**src/rtl/uart_link_pkg.sv**
```systemverilog
package uart_link_pkg;
  localparam int unsigned BAUD_DIV   = 32;
  localparam int unsigned OVERSAMPLE = 16;
  localparam int unsigned DATA_BITS  = 8;
  localparam int unsigned FRAME_BITS = DATA_BITS + 3;

  typedef enum logic [2:0] {
    RX_IDLE, RX_START, RX_DATA, RX_PARITY, RX_STOP, RX_BREAK
  } rx_state_t;

  // Even parity: the parity bit makes the count of ones even.
  function automatic logic even_parity(input logic [DATA_BITS-1:0] d);
    return ^d;
  endfunction

  // Line-order frame, bit 0 leaves first: start, data LSB first, parity, stop.
  function automatic logic [FRAME_BITS-1:0] build_frame(input logic [DATA_BITS-1:0] d);
    return {1'b1, even_parity(d), d, 1'b0};
  endfunction
endpackage

```
**src/rtl/link_baud_div.sv**
```systemverilog
module link_baud_div #(
  parameter int unsigned DIV = 32
) (
  input  logic clk,
  input  logic rst_n,
  input  logic restart,
  input  logic start_half,
  output logic tick
);
  localparam int unsigned CW = $clog2(DIV);
  localparam logic [CW-1:0] LAST = CW'(DIV - 1);
  localparam logic [CW-1:0] HALF = CW'(DIV / 2);

  logic [CW-1:0] cnt;

  // A restart realigns the phase; start_half puts the first tick half a period away.
  always_ff @(posedge clk) begin
    if (!rst_n)          cnt <= '0;
    else if (restart)    cnt <= start_half ? HALF : '0;
    else if (cnt == LAST) cnt <= '0;
    else                 cnt <= cnt + CW'(1);
  end

  assign tick = (cnt == LAST) && !restart;

  AST_TICK_SPACING: assert property (@(posedge clk) disable iff (!rst_n)
    tick |=> !tick);
endmodule

```
**src/rtl/link_fifo.sv**
```systemverilog
module link_fifo #(
  parameter int unsigned WIDTH = 8,
  parameter int unsigned DEPTH = 4
) (
  input  logic             clk,
  input  logic             rst_n,
  input  logic             push,
  input  logic [WIDTH-1:0] din,
  input  logic             pop,
  output logic [WIDTH-1:0] dout,
  output logic             full,
  output logic             empty
);
  localparam int unsigned AW = (DEPTH > 1) ? $clog2(DEPTH) : 1;
  localparam int unsigned CW = $clog2(DEPTH + 1);
  localparam logic [AW-1:0] LAST_SLOT  = AW'(DEPTH - 1);
  localparam logic [CW-1:0] FULL_LEVEL = CW'(DEPTH);

  logic [WIDTH-1:0] slots [DEPTH];
  logic [AW-1:0]    wr_ptr, rd_ptr;
  logic [CW-1:0]    level;
  logic             do_push, do_pop;

  function automatic logic [AW-1:0] next_slot(input logic [AW-1:0] p);
    return (p == LAST_SLOT) ? '0 : p + AW'(1);
  endfunction

  assign full    = (level == FULL_LEVEL);
  assign empty   = (level == '0);
  assign do_push = push && !full;
  assign do_pop  = pop && !empty;
  assign dout    = slots[rd_ptr];

  always_ff @(posedge clk) begin
    if (!rst_n) begin
      wr_ptr <= '0;
      rd_ptr <= '0;
      level  <= '0;
    end else begin
      if (do_push) wr_ptr <= next_slot(wr_ptr);
      if (do_pop)  rd_ptr <= next_slot(rd_ptr);
      level <= level + CW'(do_push) - CW'(do_pop);
    end
  end

  always_ff @(posedge clk) begin
    if (do_push) slots[wr_ptr] <= din;
  end

  AST_NO_OVERFLOW: assert property (@(posedge clk) disable iff (!rst_n)
    (full && push && !pop) |=> full);
  AST_NO_UNDERFLOW: assert property (@(posedge clk) disable iff (!rst_n)
    (empty && pop && !push) |=> empty);
endmodule

```
**src/rtl/link_tx.sv**
```systemverilog
module link_tx
  import uart_link_pkg::*;
#(
  parameter int unsigned DIV = BAUD_DIV,
  parameter int unsigned OVS = OVERSAMPLE
) (
  input  logic                 clk,
  input  logic                 rst_n,
  input  logic                 enable,
  input  logic                 load,
  input  logic                 bypass,
  input  logic                 q_empty,
  input  logic [DATA_BITS-1:0] q_data,
  output logic                 q_pop,
  output logic                 txd,
  output logic                 busy,
  output logic                 done
);
  localparam int unsigned SW = $clog2(OVS);
  localparam logic [SW-1:0] SUB_LAST = SW'(OVS - 1);
  localparam int unsigned IW = $clog2(FRAME_BITS);
  localparam logic [IW-1:0] IDX_LAST = IW'(FRAME_BITS - 1);

  logic                  start_frame, tick, bit_strobe, last_bit;
  logic [SW-1:0]         sub;
  logic [IW-1:0]         idx;
  logic [FRAME_BITS-1:0] shreg;
  logic                  busy_q, done_q;

  // Named events for the assertions below.
  assign start_frame = !busy_q && enable && load && !q_empty;
  assign q_pop       = start_frame;

  link_baud_div #(.DIV(DIV)) u_div (
    .clk       (clk),
    .rst_n     (rst_n),
    .restart   (start_frame),
    .start_half(1'b0),
    .tick      (tick)
  );

  assign bit_strobe = busy_q && tick && (bypass || (sub == SUB_LAST));
  assign last_bit   = bit_strobe && (idx == IDX_LAST);

  always_ff @(posedge clk) begin
    if (!rst_n) begin
      sub    <= '0;
      idx    <= '0;
      shreg  <= '1;
      busy_q <= 1'b0;
      done_q <= 1'b0;
    end else begin
      done_q <= last_bit;
      if (start_frame) begin
        sub    <= '0;
        idx    <= '0;
        shreg  <= build_frame(q_data);
        busy_q <= 1'b1;
      end else if (busy_q) begin
        if (tick) sub <= (sub == SUB_LAST) ? '0 : sub + SW'(1);
        if (bit_strobe) begin
          shreg <= {1'b1, shreg[FRAME_BITS-1:1]};
          idx   <= idx + IW'(1);
        end
        if (last_bit) busy_q <= 1'b0;
      end
    end
  end

  assign txd  = shreg[0];
  assign busy = busy_q;
  assign done = done_q;

  AST_TX_START_LOW: assert property (@(posedge clk) disable iff (!rst_n)
    $rose(busy) |-> !txd);
  AST_TX_IDLE_LINE: assert property (@(posedge clk) disable iff (!rst_n)
    !busy |-> txd);
  AST_TX_GATED: assert property (@(posedge clk) disable iff (!rst_n)
    $rose(busy) |-> $past(enable && load));
  AST_TX_DONE_FALL: assert property (@(posedge clk) disable iff (!rst_n)
    done |-> $fell(busy));
  AST_TX_DONE_PULSE: assert property (@(posedge clk) disable iff (!rst_n)
    done |=> !done);
endmodule

```
**src/rtl/link_rx.sv**
```systemverilog
module link_rx
  import uart_link_pkg::*;
#(
  parameter int unsigned DIV = BAUD_DIV,
  parameter int unsigned OVS = OVERSAMPLE
) (
  input  logic                 clk,
  input  logic                 rst_n,
  input  logic                 rxd,
  input  logic                 bypass,
  input  logic                 q_full,
  output logic                 q_push,
  output logic [DATA_BITS-1:0] q_data,
  output logic                 frame_end
);
  localparam int unsigned SW = $clog2(OVS);
  localparam logic [SW-1:0] START_MID = SW'(OVS / 2 - 1);
  localparam logic [SW-1:0] SUB_LAST  = SW'(OVS - 1);
  localparam int unsigned BW = $clog2(DATA_BITS);
  localparam logic [BW-1:0] BIT_LAST  = BW'(DATA_BITS - 1);

  rx_state_t            state;
  logic                 rx_meta, rx_s;
  logic [SW-1:0]        sub;
  logic [BW-1:0]        idx;
  logic [DATA_BITS-1:0] shreg;
  logic                 par_bit, ev_q;
  logic                 arm, tick, hunting, sample, stop_sample;
  logic                 parity_err, frame_err;

  // Two-flop synchroniser, idle high.
  always_ff @(posedge clk) begin
    if (!rst_n) begin
      rx_meta <= 1'b1;
      rx_s    <= 1'b1;
    end else begin
      rx_meta <= rxd;
      rx_s    <= rx_meta;
    end
  end

  assign arm = (state == RX_IDLE) && !rx_s;

  // Restart puts the first bypass-mode tick in mid start bit.
  link_baud_div #(.DIV(DIV)) u_div (
    .clk       (clk),
    .rst_n     (rst_n),
    .restart   (arm),
    .start_half(bypass),
    .tick      (tick)
  );

  assign hunting     = state inside {RX_START, RX_DATA, RX_PARITY, RX_STOP};
  assign sample      = hunting && tick &&
                       (bypass || (sub == ((state == RX_START) ? START_MID : SUB_LAST)));
  assign stop_sample = sample && (state == RX_STOP);
  assign parity_err  = (par_bit != even_parity(shreg));
  assign frame_err   = stop_sample && !rx_s;
  assign q_push      = stop_sample && !frame_err && !parity_err && !q_full;
  assign q_data      = shreg;
  assign frame_end   = ev_q;

  always_ff @(posedge clk) begin
    if (!rst_n) begin
      state   <= RX_IDLE;
      sub     <= '0;
      idx     <= '0;
      shreg   <= '0;
      par_bit <= 1'b0;
      ev_q    <= 1'b0;
    end else begin
      ev_q <= stop_sample;
      if (arm)       sub <= '0;
      else if (tick) sub <= sample ? '0 : sub + SW'(1);
      unique case (state)
        RX_IDLE:   if (arm) state <= RX_START;
        RX_START:  if (sample) begin
                     state <= rx_s ? RX_IDLE : RX_DATA;
                     idx   <= '0;
                   end
        RX_DATA:   if (sample) begin
                     shreg <= {rx_s, shreg[DATA_BITS-1:1]};
                     idx   <= idx + BW'(1);
                     if (idx == BIT_LAST) state <= RX_PARITY;
                   end
        RX_PARITY: if (sample) begin
                     par_bit <= rx_s;
                     state   <= RX_STOP;
                   end
        RX_STOP:   if (sample) state <= rx_s ? RX_IDLE : RX_BREAK;
        RX_BREAK:  if (rx_s) state <= RX_IDLE;
        default:   state <= RX_IDLE;
      endcase
    end
  end

  AST_RX_EVENT_PULSE: assert property (@(posedge clk) disable iff (!rst_n)
    frame_end |=> !frame_end);
  AST_RX_PUSH_EVENT: assert property (@(posedge clk) disable iff (!rst_n)
    q_push |=> frame_end);
  AST_RX_BREAK_WAIT: assert property (@(posedge clk) disable iff (!rst_n)
    (state == RX_BREAK && !rx_s) |=> state == RX_BREAK);
endmodule

```
**src/rtl/serial_link_core.sv**
```systemverilog
module serial_link_core
  import uart_link_pkg::*;
#(
  parameter int unsigned DIV       = BAUD_DIV,
  parameter int unsigned OVS       = OVERSAMPLE,
  parameter int unsigned TXQ_DEPTH = 4,
  parameter int unsigned RXQ_DEPTH = 4
) (
  input  logic                 clk,
  input  logic                 rst_n,
  input  logic                 tx_enable,
  input  logic                 clk_bypass,
  input  logic                 tx_push,
  input  logic                 tx_load,
  input  logic                 rx_ack,
  input  logic [DATA_BITS-2:0] tx_word,
  input  logic                 rxd,
  output logic                 txd,
  output logic [DATA_BITS-1:0] rx_byte,
  output logic                 tx_busy,
  output logic                 irq_tx_space,
  output logic                 irq_rx_avail,
  output logic                 irq_tx_done,
  output logic                 irq_rx_event
);
  logic [DATA_BITS-1:0] tx_byte, txq_head, rx_data, rxq_head;
  logic                 txq_full, txq_empty, txq_pop;
  logic                 rxq_full, rxq_empty, rx_push;

  // Parallel word is MSB-aligned; the unused LSB is zero.
  assign tx_byte = {tx_word, 1'b0};

  link_fifo #(.WIDTH(DATA_BITS), .DEPTH(TXQ_DEPTH)) u_txq (
    .clk(clk), .rst_n(rst_n), .push(tx_push), .din(tx_byte), .pop(txq_pop),
    .dout(txq_head), .full(txq_full), .empty(txq_empty)
  );

  link_tx #(.DIV(DIV), .OVS(OVS)) u_tx (
    .clk(clk), .rst_n(rst_n), .enable(tx_enable), .load(tx_load), .bypass(clk_bypass),
    .q_empty(txq_empty), .q_data(txq_head), .q_pop(txq_pop),
    .txd(txd), .busy(tx_busy), .done(irq_tx_done)
  );

  link_rx #(.DIV(DIV), .OVS(OVS)) u_rx (
    .clk(clk), .rst_n(rst_n), .rxd(rxd), .bypass(clk_bypass), .q_full(rxq_full),
    .q_push(rx_push), .q_data(rx_data), .frame_end(irq_rx_event)
  );

  link_fifo #(.WIDTH(DATA_BITS), .DEPTH(RXQ_DEPTH)) u_rxq (
    .clk(clk), .rst_n(rst_n), .push(rx_push), .din(rx_data), .pop(rx_ack),
    .dout(rxq_head), .full(rxq_full), .empty(rxq_empty)
  );

  assign rx_byte      = rxq_empty ? '0 : rxq_head;
  assign irq_tx_space = !txq_full;
  assign irq_rx_avail = !rxq_empty;

  AST_RX_FULL_HOLD: assert property (@(posedge clk) disable iff (!rst_n)
    (rxq_full && !rx_ack) |=> $stable(rx_byte));
endmodule

```
**config.mk**
```make
export PLATFORM = sky130hd
export DESIGN_NAME = serial_link_core
export DESIGN_NICKNAME = d
export VERILOG_FILES = /design/src/rtl/uart_link_pkg.sv /design/src/rtl/link_baud_div.sv /design/src/rtl/link_fifo.sv /design/src/rtl/link_tx.sv /design/src/rtl/link_rx.sv /design/src/rtl/serial_link_core.sv
export SDC_FILE = /design/constraint.sdc
export NUM_CORES = 1
export LEC_CHECK = 0
export BUFFER_PORTS_ARGS = -buffer_cell sky130_fd_sc_hd__buf_2
export CAP_MARGIN = 25
export CORE_ASPECT_RATIO = 0.75
export CORE_MARGIN = 4
export CORE_UTILIZATION = 56
export DETAILED_ROUTE_END_ITERATION = 6
export GPL_TIMING_DRIVEN = 0
export MAX_ROUTING_LAYER = met4
export PLACE_DENSITY = 0.77
export SETUP_SLACK_MARGIN = 0.3
export SYNTH_ARGS = -nofsm -noshare
export SYNTH_HDL_FRONTEND = slang
export SYNTH_HIERARCHICAL = 1
export SYNTH_SLANG_ARGS = --single-unit
```
**constraint.sdc**
```tcl
create_clock -name clk -period 9.8 [get_ports clk]
set_input_delay 1.47 -clock clk [delete_from_list [all_inputs] [get_ports clk]]
set_output_delay 1.47 -clock clk [all_outputs]
set_load 0.01 [all_outputs]
```
# Yosys cells after proc, flatten, opt, wreduce, memory -nomap -nowiden
# Memories as Yosys holds them, arrays and structs flattened. A register that Yosys moved wholly into a read port is not among the register bits.
# Index checks and enable logic that the tools add are counted.
# totals
memories	2
in_bits	15
ram_bits	60
romBits	0
out_inout_bits	14
elab_cells	152
ff_bits	66
latchBits	0
# memory_table
memory	words	word_bits	read_ports	rd_clocked_by_memory_dff	wr	line_no	rtl
u_rxq.slots	4	8	1	1	1	link_fifo.sv:19	logic [WIDTH-1:0] slots [DEPTH];
u_txq.slots	4	7	1	1	1	link_fifo.sv:19	
# op_classes
mux	38
shift	0
magnitude_cmp	0
div_mod_pow	0
bitwise_logic	1
addsub	14
n_reduce_logical	51
n_mul	0
n_eq_ne	25
# op_table
op	count
$mux W10	3
$mux W3	10
$logic_and A1 B1 Y1	20
$mux W2	9
$pmux W3 S6	1
$reduce_xor A8 Y1	2
$eq A3 B3 Y1 const B	5
$mux W5	3
$add A4 B1 Y4 const B	3
$mux W4	3
$add A5 B1 Y5 const B	2
$eq A5 B5 Y1 const B	2
$logic_not A1 Y1	10
$ne A2 B1 Y1 const B	5
$reduce_and A2 Y1	5
$logic_not A3 Y1	3
$add A2 B1 Y2 const B	4
$eq A2 B2 Y1 const B	4
$eq A4 B4 Y1 const B	2
$mux W8	1
$mux W1	7
$reduce_and A7 Y1	1
$add A3 B1 Y3	2
$eq A3 B2 Y1 const B	2
14 further kinds	20

# Logic depth before layout (Yosys ltp)
# depth
ltp_word	15
ltp_mapped	17
depth_no_buf	16

# By module
# The synthesis kept the hierarchy.
# by_module_without_submodules
module	cells_per_inst	seq_area_each_um2	n_inst	area_each_um2
link_fifo	95	1141.1	2	1659.1
link_rx	134	440.4	1	1251.2
link_tx	111	400.4	1	964.7
link_baud_div	21	100.1	2	229.0
serial_link_core	11	0.0	1	61.3

# Least setup slack after synthesis
# Ideal clock, no wire load.
# synth_timing
path_type	input -> register
startpoint	input port clk_bypass
endpoint	register u_rxq.level[2]
t_arrival_ps	3687
t_required_ps	9685
stages	13
slack_ps	5999
path_buffers	1
setup_ps	115
path_cell_list	nand2_2 > a2111oi_2 > and4b_1 > nor2b_2 > buf_6 > inv_1 > ha_1 > inv_1 > ha_1 > fa_1 > xnor2_1 > xnor2_1 > and2_1
# synth_between
elab_chain_len	11
# synth_rtl
element	line_no	rtl
start: declaration	serial_link_core.sv:12	input logic clk_bypass,
$logic_or A1 B1 Y1 *	link_rx.sv:55	(bypass || (sub == ((state == RX_START) ? START_MID : SUB_LAST)));
$logic_and A1 B1 Y1 *	link_rx.sv:54	assign sample = hunting && tick &&
$logic_and A1 B1 Y1 *	link_rx.sv:56	assign stop_sample = sample && (state == RX_STOP);
$logic_and A1 B1 Y1	link_rx.sv:58	assign frame_err = stop_sample && !rx_s;
$logic_not A1 Y1	link_rx.sv:59	assign q_push = stop_sample && !frame_err && !parity_err && !q_full;
$logic_and A1 B1 Y1 * (3 in series)	link_rx.sv:59	
net rx_push	serial_link_core.sv:28	logic rxq_full, rxq_empty, rx_push;
$logic_and A1 B1 Y1 *	link_fifo.sv:30	assign do_push = push && !full;
$add A3 B1 Y3 *	link_fifo.sv:42	level <= level + CW'(do_push) - CW'(do_pop);
$sub A3 B1 Y3 *	link_fifo.sv:42	
end signal: assignment	link_fifo.sv:42	
end: declaration	link_fifo.sv:21	logic [CW-1:0] level;
# Mark *: on every way through the listed nets, which the timed path passes. The rest lies on a longest branch.
# A chain may end at the register's enable or synchronous reset.

# Worst setup path in the final report
# Ends and elaborated chain as after synthesis.

==> run metrics <==
final hold viol count 0; worst min path class reg2reg; Netlist cell types 65; Synthesis Warnings 6; grt total ovfl 0; RSZ-0062 raised after global routing false; largest net degree at the start of global routing 22; CP max stage delay roughly 0.6 ns; Synth area leaders edfxtp_1 (32%), dfxtp_1 (23%), mux4_2 (6.0%); relative slew slack 0.633; FF-to-FF path depth 17; Post-synth EDFFs 64; CP endpoint kind register; area leader, netlist edfxtp_1; max cap viols 0; Mapped Area roughly 0.0061 mm^2; gr usage total 0.188; final wirelength roughly 10000 um; antenna violations before repair 0; Adder-Cell Fraction of Synth Area 0.0562; vias per std cell ~5.4; Place WS between 5 and 6 ns; ANT cells 0; filler cell count roughly 740; Root Driver clkbuf_16; H-tree depth 4; Clock Latency Late Sink 0.41 ns; Setup Skew approximately 0.0077 ns; global-route wire length before repair 18300 um; worst setup path category in2reg; DPL Wire Length 7160 um; Seq/Total Area, Yosys 0.549; Top Family by Delay on Critical Path adder cells; highest-delay cell along the critical path a2111oi_2; vias in the first global route roughly 3800; predominant post-synthesis flop cell dfxtp_1; width of the die 128 um; ratio of cells with drive above 1 in the final layout 0.217; DR vias between 3000 and 4000; CP Max Fanout 8; Layout Nets 580; Initial Util 0.581; largest family of logic cells by synthesized area simple AND/OR/NAND/NOR gates; PwrDens 226 mW/mm^2; Port Buffer Count 28; leak pwr between 2 and 3 nW; FFs w/ async S/R, synth 0; die height 98.0 um; std cell rows 32; die area about 0.013 mm^2; Cells after DPL about 660; fin crit share 0.410; clk slew on worst S/H paths 0.06 ns; core area between 0.01 and 0.015 mm^2; Synth Area in Simple Gates 0.155; Max IR drop VDD around 0.13 mV; DRC 0; Crit path buffers/inverters 4; DR pass1 iterations 4; syn avg cell area about 12 um^2; outcome finished clean; Final WS setup about 5.8 ns; hold depth 1; Post-Synth XOR/XNOR Area 0.0428; setup TNS 0 ns; compound-gate portion of the synthesized area 0.0676; CTS resizes 0; Syn Inst Count 488; Fmax achieved about 250 MHz; mux share of post-synthesis cell area 0.0916; WP data required approximately 10 ns; final setup vio count 0; synthesized flop and latch total ~130; worst slew pin tran around 0.55 ns; Tmin final between 4 and 5 ns; CTS Buffer Depth 2; Data arrival, critical path approximately 4.3 ns; drt wl/cell approximately 15 um; Post-Layout Cell Count 688; Slew Viols, Final 0; CP Launch Type primary input; Setup Fix Bufs, Post-CTS 0; global placer's final weighted congestion 0.804; share of the synthesized area in the top cell type 0.317; CP cell instances buf_2 > nand2_2 > a2111oi_2 > and4b_1 > nor2b_2 > buf_6 > inv_1 > ha_1 > inv_1 > ha_1 > fa_1 > xnor2_1 > xnor2_1 > and2_1; path length in cells of the critical path 14; ANT nets after route 0; P&R area growth vs syn 15.0%; clock buffer count from CTS 17; DRT iter0 DRCs approximately 230; cts hold-fix bufs 0; TritonCTS clock tree yes; IO Pins 29; Sink Count ~130
-- layout make-up --
class	instances	area (um^2)	share of cell area
Buffer	20	124	0.0178
Tap cell	136	170	0.0244
Clock inverter	15	155	0.0223
Sequential cell	134	3320	0.477
Clock buffer	17	425	0.0611
Inverter	26	97.6	0.0140
Timing Repair Buffer	29	145	0.0209
Multi-Input combinational cell	311	2520	0.362
-- cells by family after synthesis --
group	after synthesis
and+or+nand+nor	165
other	2
xor gates and xnor gates	28
DFF	134
buffers and inverters	46
AOI/OAI and AO/OA	52
muxes	35
adders and majority gates	26
-- placed cells by master (no fill, tap or decap), types with 5 or more instances in the layout --
master	Yosys	routed
edfxtp_1	64	64
clkbuf_1	7	7
clkbuf_16	0	17
a21oi_1	6	6
dfxtp_1	70	70
o21a_1	5	5
nor3_1	5	5
xor2_1	8	8
mux4_2	16	16
xnor2_1	19	19
conb_1	2	5
nand3_1	10	10
nand2_1	51	51
nand2b_1	5	5
o2111ai_1	9	9
nor2b_1	20	20
ha_1	24	24
and2_1	12	12
nor2_1	23	23
o21ai_0	8	8
mux2i_1	16	16
and2_2	6	6
buf_2	6	35
inv_1	26	26
-- state kept, by name (all words and copies together) (netlist names), 4 cells and up, named ones only --
signal / flops
u_rx/q_data: 8
u_rx/sub: 4
u_rx/u_div/cnt: 5
u_rxq/slots: 32
u_tx/idx: 4
u_tx/shreg: 10
u_tx/sub: 4
u_tx/u_div/cnt: 5
u_txq/slots: 32
-- worst paths after layout --
kind,to,from,slack [ns]
worst max register to register,u_rxq/level[2],u_rx/u_div/cnt[0],5.88
worst min register to register,u_rx/rx_s,u_rx/rx_meta,0.41
worst max-delay path,u_rxq/level[2],clk_bypass,5.78
worst min-delay path,u_rx/rx_s,u_rx/rx_meta,0.41
-- layer usage --
metal  track usage  share of wire  vias up
met5             -              0        -
met4        0.0595         0.0048        0
met3        0.0465          0.038        7
met2         0.291           0.48       59
met1         0.245           0.48     1800
li1              -              -     1837
-- metrics by stage --
step	utilization	hold WS [ns]	cell area, um^2	total power, mW
after floorplan	-	0.386	6060	0.882
after global placement	0.612	0.392	6370	0.960
after detailed placement	0.613	0.392	6380	0.974
after CTS	0.669	0.408	6960	1.59
after global routing	0.669	0.416	6960	1.65
final	0.669	0.409	6960	1.57
-- report_power, final --
group | total, mW | internal [mW] | switching [mW] | leakage, nW
sequential | 0.662 | 0.630 | 0.0319 | 1.16
clock | 0.615 | 0.375 | 0.239 | 0.281
combinational | 0.297 | 0.143 | 0.154 | 1.21
total | 1.57 | 1.15 | 0.425 | 2.65
-- Yosys cell counts (8+ instances only) --
master / number
nor2b_1: 20
xor2_1: 8
nor2_1: 23
mux4_2: 16
nand2_1: 51
edfxtp_1: 64
o2111ai_1: 9
ha_1: 24
dfxtp_1: 70
inv_1: 26
mux2i_1: 16
xnor2_1: 19
and2_1: 12
o21ai_0: 8
nand3_1: 10
(Power assumes the default switching activity.)
